File: src/rtl/eth_regif_pkg.sv
package eth_regif_pkg;

  localparam int REG_OFF_W = 5;
  localparam int BYTE_W    = 8;

  typedef enum logic [REG_OFF_W-1:0] {
    OFF_RXCTL   = 5'd5,
    OFF_ISTAT   = 5'd8,
    OFF_IMASK   = 5'd9,
    OFF_BUSCFG  = 5'd11,
    OFF_MACCFG  = 5'd13,
    OFF_ID_LO   = 5'd16,
    OFF_ID_HI   = 5'd17,
    OFF_ADDRCFG = 5'd18,
    OFF_MFILT   = 5'd20,
    OFF_STADDR  = 5'd21
  } reg_off_e;

  localparam int SRST_BIT   = 0;
  localparam int MF_EN_BIT  = 1;
  localparam int ST_EN_BIT  = 2;

  localparam logic [BYTE_W-1:0] RXCTL_RST = 8'h01;

  typedef struct packed {
    logic rxctl;
    logic istat_rd;
    logic imask;
    logic buscfg;
    logic maccfg;
    logic addrcfg;
    logic mfilt;
    logic staddr;
  } acc_sel_t;

endpackage

File: src/rtl/regif_cfg.sv
module regif_cfg
  import eth_regif_pkg::*;
(
  input  logic              clk,
  input  logic              rst_n,
  input  logic              rxctl_we,
  input  logic              buscfg_we,
  input  logic              maccfg_we,
  input  logic [BYTE_W-1:0] wdata,
  output logic [BYTE_W-1:0] rxctl_q,
  output logic [BYTE_W-1:0] buscfg_q,
  output logic [BYTE_W-1:0] maccfg_q
);

  logic [BYTE_W-1:0] rxctl_d, buscfg_d, maccfg_d;
  logic [BYTE_W-1:0] srst_clr_mask;

  assign srst_clr_mask = ~(BYTE_W'(1) << SRST_BIT);

  always_comb begin
    rxctl_d  = rxctl_we  ? wdata                 : rxctl_q;
    buscfg_d = buscfg_we ? (wdata & srst_clr_mask) : buscfg_q;
    maccfg_d = maccfg_we ? wdata                 : maccfg_q;
  end

  always_ff @(posedge clk or negedge rst_n) begin
    if (!rst_n) begin
      rxctl_q  <= RXCTL_RST;
      buscfg_q <= '0;
      maccfg_q <= '0;
    end else begin
      rxctl_q  <= rxctl_d;
      buscfg_q <= buscfg_d;
      maccfg_q <= maccfg_d;
    end
  end

endmodule

File: src/rtl/regif_irq.sv
module regif_irq
  import eth_regif_pkg::*;
(
  input  logic              clk,
  input  logic              rst_n,
  input  logic [BYTE_W-1:0] evt,
  input  logic              stat_rd,
  input  logic              mask_we,
  input  logic [BYTE_W-1:0] wdata,
  output logic [BYTE_W-1:0] stat_q,
  output logic [BYTE_W-1:0] mask_q,
  output logic              irq
);

  logic [BYTE_W-1:0] stat_d, mask_d, stat_kept;

  always_comb begin
    stat_kept = stat_rd ? '0 : stat_q;
    stat_d    = stat_kept | evt;
    mask_d    = mask_we ? wdata : mask_q;
  end

  always_ff @(posedge clk or negedge rst_n) begin
    if (!rst_n) begin
      stat_q <= '0;
      mask_q <= '0;
    end else begin
      stat_q <= stat_d;
      mask_q <= mask_d;
    end
  end

  assign irq = |(stat_q & ~mask_q);

endmodule

File: src/rtl/regif_addr_ctl.sv
module regif_addr_ctl
  import eth_regif_pkg::*;
#(
  parameter int MF_BYTES = 8,
  parameter int ST_BYTES = 6,
  parameter int PTR_W    = $clog2(MF_BYTES)
) (
  input  logic              clk,
  input  logic              rst_n,
  input  logic              cfg_we,
  input  logic              mf_we,
  input  logic              st_we,
  input  logic [BYTE_W-1:0] wdata,
  output logic [BYTE_W-1:0] cfg_q,
  output logic [PTR_W-1:0]  ptr_q,
  output logic              mf_load,
  output logic              st_load
);

  localparam logic [PTR_W-1:0] MF_LAST = PTR_W'(MF_BYTES - 1);
  localparam logic [PTR_W-1:0] ST_LAST = PTR_W'(ST_BYTES - 1);

  logic [BYTE_W-1:0] cfg_d, cfg_wval;
  logic [PTR_W-1:0]  ptr_d;

  assign mf_load = mf_we & cfg_q[MF_EN_BIT];
  assign st_load = st_we & cfg_q[ST_EN_BIT];

  // Filter loading wins when software asks for both windows at once.
  always_comb begin
    cfg_wval = wdata;
    if (wdata[MF_EN_BIT] && wdata[ST_EN_BIT]) begin
      cfg_wval[ST_EN_BIT] = 1'b0;
    end
  end

  always_comb begin
    cfg_d = cfg_q;
    ptr_d = ptr_q;
    if (cfg_we) begin
      cfg_d = cfg_wval;
      if (cfg_wval[MF_EN_BIT] || cfg_wval[ST_EN_BIT]) begin
        ptr_d = '0;
      end
    end else if (mf_load) begin
      if (ptr_q == MF_LAST) begin
        cfg_d[MF_EN_BIT] = 1'b0;
        ptr_d            = '0;
      end else begin
        ptr_d = ptr_q + 1'b1;
      end
    end else if (st_load) begin
      if (ptr_q == ST_LAST) begin
        cfg_d[ST_EN_BIT] = 1'b0;
        ptr_d            = '0;
      end else begin
        ptr_d = ptr_q + 1'b1;
      end
    end
  end

  always_ff @(posedge clk or negedge rst_n) begin
    if (!rst_n) begin
      cfg_q <= '0;
      ptr_q <= '0;
    end else begin
      cfg_q <= cfg_d;
      ptr_q <= ptr_d;
    end
  end

endmodule

File: src/rtl/regif_lane_bank.sv
module regif_lane_bank
  import eth_regif_pkg::*;
#(
  parameter int NBYTES = 8,
  parameter int PTR_W  = 3
) (
  input  logic                     clk,
  input  logic                     rst_n,
  input  logic                     load,
  input  logic [PTR_W-1:0]         ptr,
  input  logic [BYTE_W-1:0]        wdata,
  output logic [NBYTES*BYTE_W-1:0] value
);

  for (genvar g = 0; g < NBYTES; g++) begin : g_lane
    logic              lane_en;
    logic [BYTE_W-1:0] lane_d, lane_q;

    assign lane_en = load && (ptr == PTR_W'(g));

    always_comb begin
      lane_d = lane_en ? wdata : lane_q;
    end

    always_ff @(posedge clk or negedge rst_n) begin
      if (!rst_n) begin
        lane_q <= '0;
      end else begin
        lane_q <= lane_d;
      end
    end

    assign value[g*BYTE_W +: BYTE_W] = lane_q;
  end

endmodule

File: src/rtl/eth_mac_regif.sv
module eth_mac_regif
  import eth_regif_pkg::*;
#(
  parameter logic [15:0] CHIP_ID  = 16'h0941,
  parameter int          MF_BYTES = 8,
  parameter int          ST_BYTES = 6,
  parameter int          SYNC_STG = 2
) (
  input  logic                       clk,
  input  logic                       rst_n,
  input  logic [REG_OFF_W-1:0]       reg_off,
  input  logic                       rd_en,
  input  logic                       wr_en,
  input  logic [BYTE_W-1:0]          wr_data,
  output logic [BYTE_W-1:0]          rd_data,
  input  logic [BYTE_W-1:0]          irq_evt,
  output logic                       irq_out,
  output logic [ST_BYTES*BYTE_W-1:0] station_addr,
  output logic [MF_BYTES*BYTE_W-1:0] mcast_filter
);

  localparam int PTR_W = $clog2(MF_BYTES);

  // Reset: asserted at once, released through a synchroniser chain.
  logic [SYNC_STG-1:0] rst_sync_q;
  logic                rst_core_n;

  always_ff @(posedge clk or negedge rst_n) begin
    if (!rst_n) begin
      rst_sync_q <= '0;
    end else begin
      rst_sync_q <= {rst_sync_q[SYNC_STG-2:0], 1'b1};
    end
  end

  assign rst_core_n = rst_sync_q[SYNC_STG-1];

  // Access decode.
  acc_sel_t sel;

  always_comb begin
    sel          = '0;
    sel.rxctl    = wr_en && (reg_off == OFF_RXCTL);
    sel.istat_rd = rd_en && (reg_off == OFF_ISTAT);
    sel.imask    = wr_en && (reg_off == OFF_IMASK);
    sel.buscfg   = wr_en && (reg_off == OFF_BUSCFG);
    sel.maccfg   = wr_en && (reg_off == OFF_MACCFG);
    sel.addrcfg  = wr_en && (reg_off == OFF_ADDRCFG);
    sel.mfilt    = wr_en && (reg_off == OFF_MFILT);
    sel.staddr   = wr_en && (reg_off == OFF_STADDR);
  end

  logic [BYTE_W-1:0] rxctl_q, buscfg_q, maccfg_q;
  logic [BYTE_W-1:0] istat_q, imask_q, addrcfg_q;
  logic [PTR_W-1:0]  addr_ptr_q;
  logic              mf_load, st_load;

  regif_cfg u_cfg (
    .clk       (clk),
    .rst_n     (rst_core_n),
    .rxctl_we  (sel.rxctl),
    .buscfg_we (sel.buscfg),
    .maccfg_we (sel.maccfg),
    .wdata     (wr_data),
    .rxctl_q   (rxctl_q),
    .buscfg_q  (buscfg_q),
    .maccfg_q  (maccfg_q)
  );

  regif_irq u_irq (
    .clk     (clk),
    .rst_n   (rst_core_n),
    .evt     (irq_evt),
    .stat_rd (sel.istat_rd),
    .mask_we (sel.imask),
    .wdata   (wr_data),
    .stat_q  (istat_q),
    .mask_q  (imask_q),
    .irq     (irq_out)
  );

  regif_addr_ctl #(
    .MF_BYTES (MF_BYTES),
    .ST_BYTES (ST_BYTES),
    .PTR_W    (PTR_W)
  ) u_addr_ctl (
    .clk     (clk),
    .rst_n   (rst_core_n),
    .cfg_we  (sel.addrcfg),
    .mf_we   (sel.mfilt),
    .st_we   (sel.staddr),
    .wdata   (wr_data),
    .cfg_q   (addrcfg_q),
    .ptr_q   (addr_ptr_q),
    .mf_load (mf_load),
    .st_load (st_load)
  );

  regif_lane_bank #(
    .NBYTES (MF_BYTES),
    .PTR_W  (PTR_W)
  ) u_mfilt_bank (
    .clk   (clk),
    .rst_n (rst_core_n),
    .load  (mf_load),
    .ptr   (addr_ptr_q),
    .wdata (wr_data),
    .value (mcast_filter)
  );

  regif_lane_bank #(
    .NBYTES (ST_BYTES),
    .PTR_W  (PTR_W)
  ) u_staddr_bank (
    .clk   (clk),
    .rst_n (rst_core_n),
    .load  (st_load),
    .ptr   (addr_ptr_q),
    .wdata (wr_data),
    .value (station_addr)
  );

  // Read mux.
  logic [BYTE_W-1:0] rd_mux;

  always_comb begin
    case (reg_off)
      OFF_RXCTL:   rd_mux = rxctl_q;
      OFF_ISTAT:   rd_mux = istat_q;
      OFF_IMASK:   rd_mux = imask_q;
      OFF_BUSCFG:  rd_mux = buscfg_q;
      OFF_MACCFG:  rd_mux = maccfg_q;
      OFF_ID_LO:   rd_mux = CHIP_ID[7:0];
      OFF_ID_HI:   rd_mux = CHIP_ID[15:8];
      OFF_ADDRCFG: rd_mux = addrcfg_q;
      default:     rd_mux = '0;
    endcase
  end

  assign rd_data = rd_en ? rd_mux : '0;

endmodule

File: config.mk
export PLATFORM = sky130hd
export DESIGN_NAME = eth_mac_regif
export DESIGN_NICKNAME = d
export VERILOG_FILES = /design/src/rtl/eth_regif_pkg.sv /design/src/rtl/regif_cfg.sv /design/src/rtl/regif_irq.sv /design/src/rtl/regif_addr_ctl.sv /design/src/rtl/regif_lane_bank.sv /design/src/rtl/eth_mac_regif.sv
export SDC_FILE = /design/constraint.sdc
export NUM_CORES = 1
export LEC_CHECK = 0
export BUFFER_PORTS_ARGS = -buffer_cell sky130_fd_sc_hd__buf_2
export CORE_UTILIZATION = 35
export CTS_CLUSTER_SIZE = 14
export DETAILED_ROUTE_END_ITERATION = 10
export GPL_TIMING_DRIVEN = 0
export PLACE_DENSITY = 0.59
export SLEW_MARGIN = 10
export SYNTH_ARGS = -nofsm -noshare
export SYNTH_HDL_FRONTEND = slang
export SYNTH_SLANG_ARGS = --single-unit
export TNS_END_PERCENT = 5
File: constraint.sdc
create_clock -name clk -period 7.9 [get_ports clk]
set_input_delay 0.79 -clock clk [delete_from_list [all_inputs] [get_ports clk]]
set_output_delay 0.79 -clock clk [all_outputs]
set_load 0.01 [all_outputs]
* Yosys cells after proc, flatten, opt, wreduce, memory -nomap -nowiden
Index checks and enable logic that the tools add are counted.
** Operators by class
- Multipliers :: 0
- Bitwise gates (word level) :: 5
- Multiplexer cells :: 16
- Shift-type cells :: 0
- Div/mod/pow operators :: 0
- Add/subtract/negate cells :: 1
- Reductions and logical operators :: 34
- $lt $le $gt $ge :: 0
- Equality and inequality tests :: 19
** Operator list (number)
- $pmux 8 s8 :: 1
- $eq 5x5->1 const B :: 5
- $logic_and 1x1->1 :: 23
- $eq 5x4->1 const B :: 4
- $mux 3 :: 6
- $mux 8 :: 2
- $eq 3x3->1 const B :: 4
- $and 8x8->8 :: 1
- $not 8->8 :: 1
- $or 8x8->8 :: 1
- $reduce_bool 2->1 :: 4
- $reduce_or 8->1 :: 1
- $eq 3x2->1 const B :: 2
- $mux 1 :: 6
- $eq 5x3->1 const B :: 1
- $ne 2x2->1 const B :: 2
- $reduce_and 2->1 :: 2
- $add 3x1->3 const B :: 1
- $eq 3x1->1 const B :: 1
- $logic_not 3->1 :: 1
- $reduce_and 3->1 :: 1
- $reduce_bool 3->1 :: 1
- $and 1x1->1 :: 2
- $mux 2 :: 1
- $logic_or 1x1->1 :: 1
** Storage, ports and cells
- Bits in registers :: 164
- Bits in writable memories :: 0
- Output and inout bits :: 121
- Memory bits (read-only) :: 0
- Latch bits :: 0
- Memories kept :: 0
- Input bits :: 25
- Word-level logic and storage cells :: 99

* Logic depth before layout (Yosys ltp)
- Depth in word-level cells :: 6
- Gate-level depth with buffers :: 8

* Hierarchy
A second synthesis with hierarchy kept.
** Second synthesis, totals
- Cell total of the unflattened synthesis :: 493
- Area, all modules :: 7158.1 µm²
** By module, submodules not included
- regif_lane_bank at u_mfilt_bank :: seq. area each 1601.5 µm², area an instance 2452.4 µm², cells each 143, instances 1
- regif_lane_bank at u_staddr_bank :: seq. area each 1201.2 µm², area an instance 1833.0 µm², cells each 106, instances 1
- regif_cfg :: seq. area each 576.8 µm², area an instance 967.2 µm², cells each 51, instances 1
- eth_mac_regif :: seq. area each 50.0 µm², area an instance 704.4 µm², cells each 97, instances 1
- regif_irq :: seq. area each 400.4 µm², area an instance 623.1 µm², cells each 47, instances 1
- regif_addr_ctl :: seq. area each 275.3 µm², area an instance 578.1 µm², cells each 49, instances 1

* Least setup slack after synthesis
OpenSTA, ideal clock, no wires.
- Path kind :: input port to output port
- From :: input reg_off[3]
- To :: output rd_data[1]
- Stages on the path :: 5
- Path slack :: 5.173 ns
- Data required time :: 7.110 ns
- Arrival time :: 1.937 ns
- Cell sequence :: buf_4 -> clkbuf_1 -> mux2_2 -> a222oi_1 -> nor2_1
** Between the ends
- Cells in the longest elaborated chain, start to end :: 3
- Elaborated cells between the ends (all ways) :: 10
- Those cells by class :: eq/ne (8); mux (2)
** Ends and longest elaborated chain
- start: declaration :: RTL line eth_mac_regif.sv:11 : input logic [REG_OFF_W-1:0] reg_off,
- $eq 5x5->1 (tied with other cells) :: RTL line eth_mac_regif.sv:127 : case (reg_off)
- $pmux 8 s8 (*) :: RTL line eth_mac_regif.sv:127
- $mux 8 (*) :: RTL line eth_mac_regif.sv:140 : assign rd_data = rd_en ? rd_mux : '0;
- end: declaration :: RTL line eth_mac_regif.sv:15 : output logic [BYTE_W-1:0] rd_data,
Mark *: on every way between the ends. The rest lies on a longest branch, timed or not.

* Final worst setup path
- From :: input reg_off[3]
- To :: output rd_data[5]
The elaborated chain is that of the path after synthesis.

==> reports/results.tsv <==
stage	metric	value	unit
floorplan	pin_count	146	
clock_tree	cts_resized	0	
setup_path	setup.worst_path.start_class	input pin	
final_layout	multiInputGateArea	2760	sq um
place	dp_hpwl	12500	microns
final_layout	fill_cells	1877	
sta	slew_headroom	41.0	%
clock_tree	cts_tree	built	
setup_path	required	7.11	ns
synth	synth-main-ff-cell	dfrtp_1	
clock_tree	postCtsSetupBuffers	0	
detailed_routing	wl_per_cell	18.9	microns
synth	yosys_warnings	0	
setup_path	worst_ep_arrival_time	2.50	ns
setup_path	path_depth	6	
floorplan	coreArea	19700	sq um
detailed_routing	firstDrtPassIters	8	
sta	rsz0062_at_grt	no	
clock_tree	h-tree-depth	4	
detailed_routing	vias	4672	
synth	syn_area	7090	sq um
synth	synth_cell_types	56	
global_routing	grt_start_max_net_pins	64	
synth	syn-num-nets	535	
sta	tightest_slew	0.878	ns
floorplan	die_area	20800	sq um
floorplan	die_w	144	microns
sta	slew_viol_final	0	
clock_tree	cts_sinks	164	
floorplan	initial_core_util	36.1	%
final_layout	area.growth.synth_to_final	23.7	%
setup_path	worstSetupPathType	input pin to output port	
clock_tree	path_clk_slew	0.07	ns
place	place.gp.congestion	0.889	
sta	max_freq	0.304	GHz
final_layout	n_antenna_cell	0	
floorplan	die_h	144	microns
clock_tree	cts_buffers	17	
global_routing	grt_pass1_vias	4755	
clock_tree	worstSkewPairLatency	0.43	ns
pwr	leakage	4.66	nW
clock_tree	ctsHoldBuffers	0	
global_routing	grt_antenna_before_repair	0	
global_routing	overflow	0	
detailed_routing	via_per_inst	4.97	
pwr	p_per_area	218	nW/um^2
global_routing	grt.total_usage	17.9	%
synth	avgSynthCellArea	14.1	sq um
detailed_routing	routed_wl	17700	microns
worst_hold_path	hp-class	input pin to asynchronous set/reset pin	
setup_path	critPathTopFamily	buffers and inverters	
setup_path	critical_path_buf_inv_count	3	
synth	synth_edf_count	0	
sta	finalCriticalPeriod	3.29	ns
clock_tree	cts_buffer_depth	2	
sta	finalSetupViolCount	0	
final_layout	seq_area	4110	sq um
setup_path	cp_cell_sequence	buf_4, clkbuf_1, mux2_2, a222oi_1, nor2_1, buf_2	
synth	async_reset_ff_share	100	%
sta	final.setup.tns	0	ns
sta	finalHoldViolations	0	
final_layout	drive_gt1_share	51.9	%
run_status	run_status	complete, no violations	
floorplan	row_count	51	
setup_path	r2r_setup_slack	5.66	ns
global_routing	grt_pass1_wl	27500	microns
setup_path	worst_setup_path_end_kind	output port	
detailed_routing	final_antenna_net_count	0	
synth	ys_ff_latch	164	
detailed_routing	drtIter0Drc	232	
run	cap_violations	0	
sta	period_share	41.7	%
setup_path	max_stage_delay	0.45	ns
synth	synthCells	504	
place	numPortBuffers	137	
setup_path	rr_worst_depth	5	
clock_tree	root_buffer	clkbuf_16	
setup_path	crit_path_max_fanout	10	
synth	seq_area_frac_synth	57.9	%
sta	finClkSkew	0.0134	ns
setup_path	cp_slowest_cell	clkbuf_1	
pwr	vdd_ir_drop_max	0.141	mV
detailed_routing	route.detailed.drc	0	
final_layout	final_area	8770	sq um
place	placed_cell_area	8160	sq um
final_layout	nets	693	
cell usage in the layout, fill, tap and decap left out, types with 7 or more instances in the layout:
cell,synthesis,routed
a21o_1,9,9
a22o_1,7,7
buf_2,7,144
clkbuf_1,16,16
clkbuf_16,0,17
dfrtp_1,163,162
inv_1,11,11
mux2_2,133,133
mux2_4,16,16
nand2_1,26,26
nor2_1,8,8
where the power goes:
group	internal, mW	switching, mW	total, mW	leakage (nW)
Combinational	0.0728	0.0842	0.157	2.17
Clock	0.456	0.384	0.840	0.296
Sequential	0.887	0.0320	0.919	2.19
synth_stat cells, types with 6 or more instances:
cell type / instances / area, sq um
dfrtp_1: 163 / 4080
ha_1: 6 / 75.1
inv_1: 11 / 41.3
buf_2: 7 / 35.0
nand2_1: 26 / 97.6
clkbuf_1: 16 / 60.1
mux2_4: 16 / 240
mux2_2: 133 / 1500
a22o_1: 7 / 61.3
nor2_1: 8 / 30.0
a21o_1: 9 / 67.6
a222oi_1: 6 / 60.1
mux2_1: 6 / 67.6
o21ai_0: 6 / 30.0
nand3_1: 6 / 30.0
worst register-to-register path: cells and delay by family (launching register included):
kind / cells / cell delay (ns)
buffers and inverters: 2 / 0.74
and+or+nand+nor: 1 / 0.32
muxes: 1 / 0.40
DFF: 1 / 0.35
adders and majority gates: 1 / 0.32
layout make-up:
type                    count  share of cell area, %
plain buffers              35                   2.08
clock inverters            15                   2.07
clock buffers              17                   4.85
inverters                  12                  0.514
repair buffers            139                   8.45
multi-input cells         293                   31.4
well taps                 265                   3.78
flip-flops and latches    164                   46.8
stage by stage:
stage / worst slack, ns / hold slack, ns / cells / utilization [%] / total power [mW]
final: 4.61 / 0.134 / 940 / 44.6 / 1.92
after floorplan: 2.99 / 0.331 / 504 / - / 1.03
after global placement: 1.52 / 0.336 / 906 / 41.2 / 1.08
after CTS: 4.65 / 0.115 / 940 / 44.6 / 1.94
after detailed placement: 4.65 / 0.341 / 908 / 41.5 / 1.09
after global routing: 4.48 / 0.0992 / 940 / 44.6 / 1.99
registers in the layout, indices dropped and copies added, names as in the netlist:
signal	count
u_irq.mask_q	8
u_staddr_bank.g_lane.lane_q	48
u_addr_ctl.ptr_q	3
u_addr_ctl.cfg_q	8
u_irq.stat_q	8
u_mfilt_bank.g_lane.lane_q	64
u_cfg.rxctl_q	8
u_cfg.maccfg_q	8
rst_sync_q	2
u_cfg.buscfg_q	7
kinds of logic (layout without fill, tap and decap cells):
logic type	Yosys count	in the layout	synth area share, %
simple gates	85	85	7.45
other cells	1	1	0.0529
fa+ha+maj	6	6	1.06
mux	156	156	25.6
buf+inv	47	218	3.21
compound gates	45	45	4.70
flops	164	164	57.9
per-layer routing:
metal	part of all wire, %	wire length, microns	up-vias	global-route usage [%]
li1	-	-	2110	-
met1	44	7750	2429	23.1
met2	50	8830	119	29.2
met3	5.4	950	14	4.50
met4	1.2	214	0	5.65
met5	0	0	-	0
final timing paths:
| path | from | endpoint |
|---|---|---|
| setup / recovery | reg_off[3] | rd_data[5] |
| hold reg to reg | rst_sync_q[1] | u_staddr_bank.g_lane[1].lane_q[5] |
| max in group asynchronous | rst_sync_q[1] | u_cfg.rxctl_q[0] |
| hold / removal | rst_n | rst_sync_q[1] |
| setup reg to reg | u_addr_ctl.ptr_q[2] | u_staddr_bank.g_lane[3].lane_q[6] |
| min in group clk | rst_sync_q[0] | rst_sync_q[1] |
(Power assumes the default switching activity.)
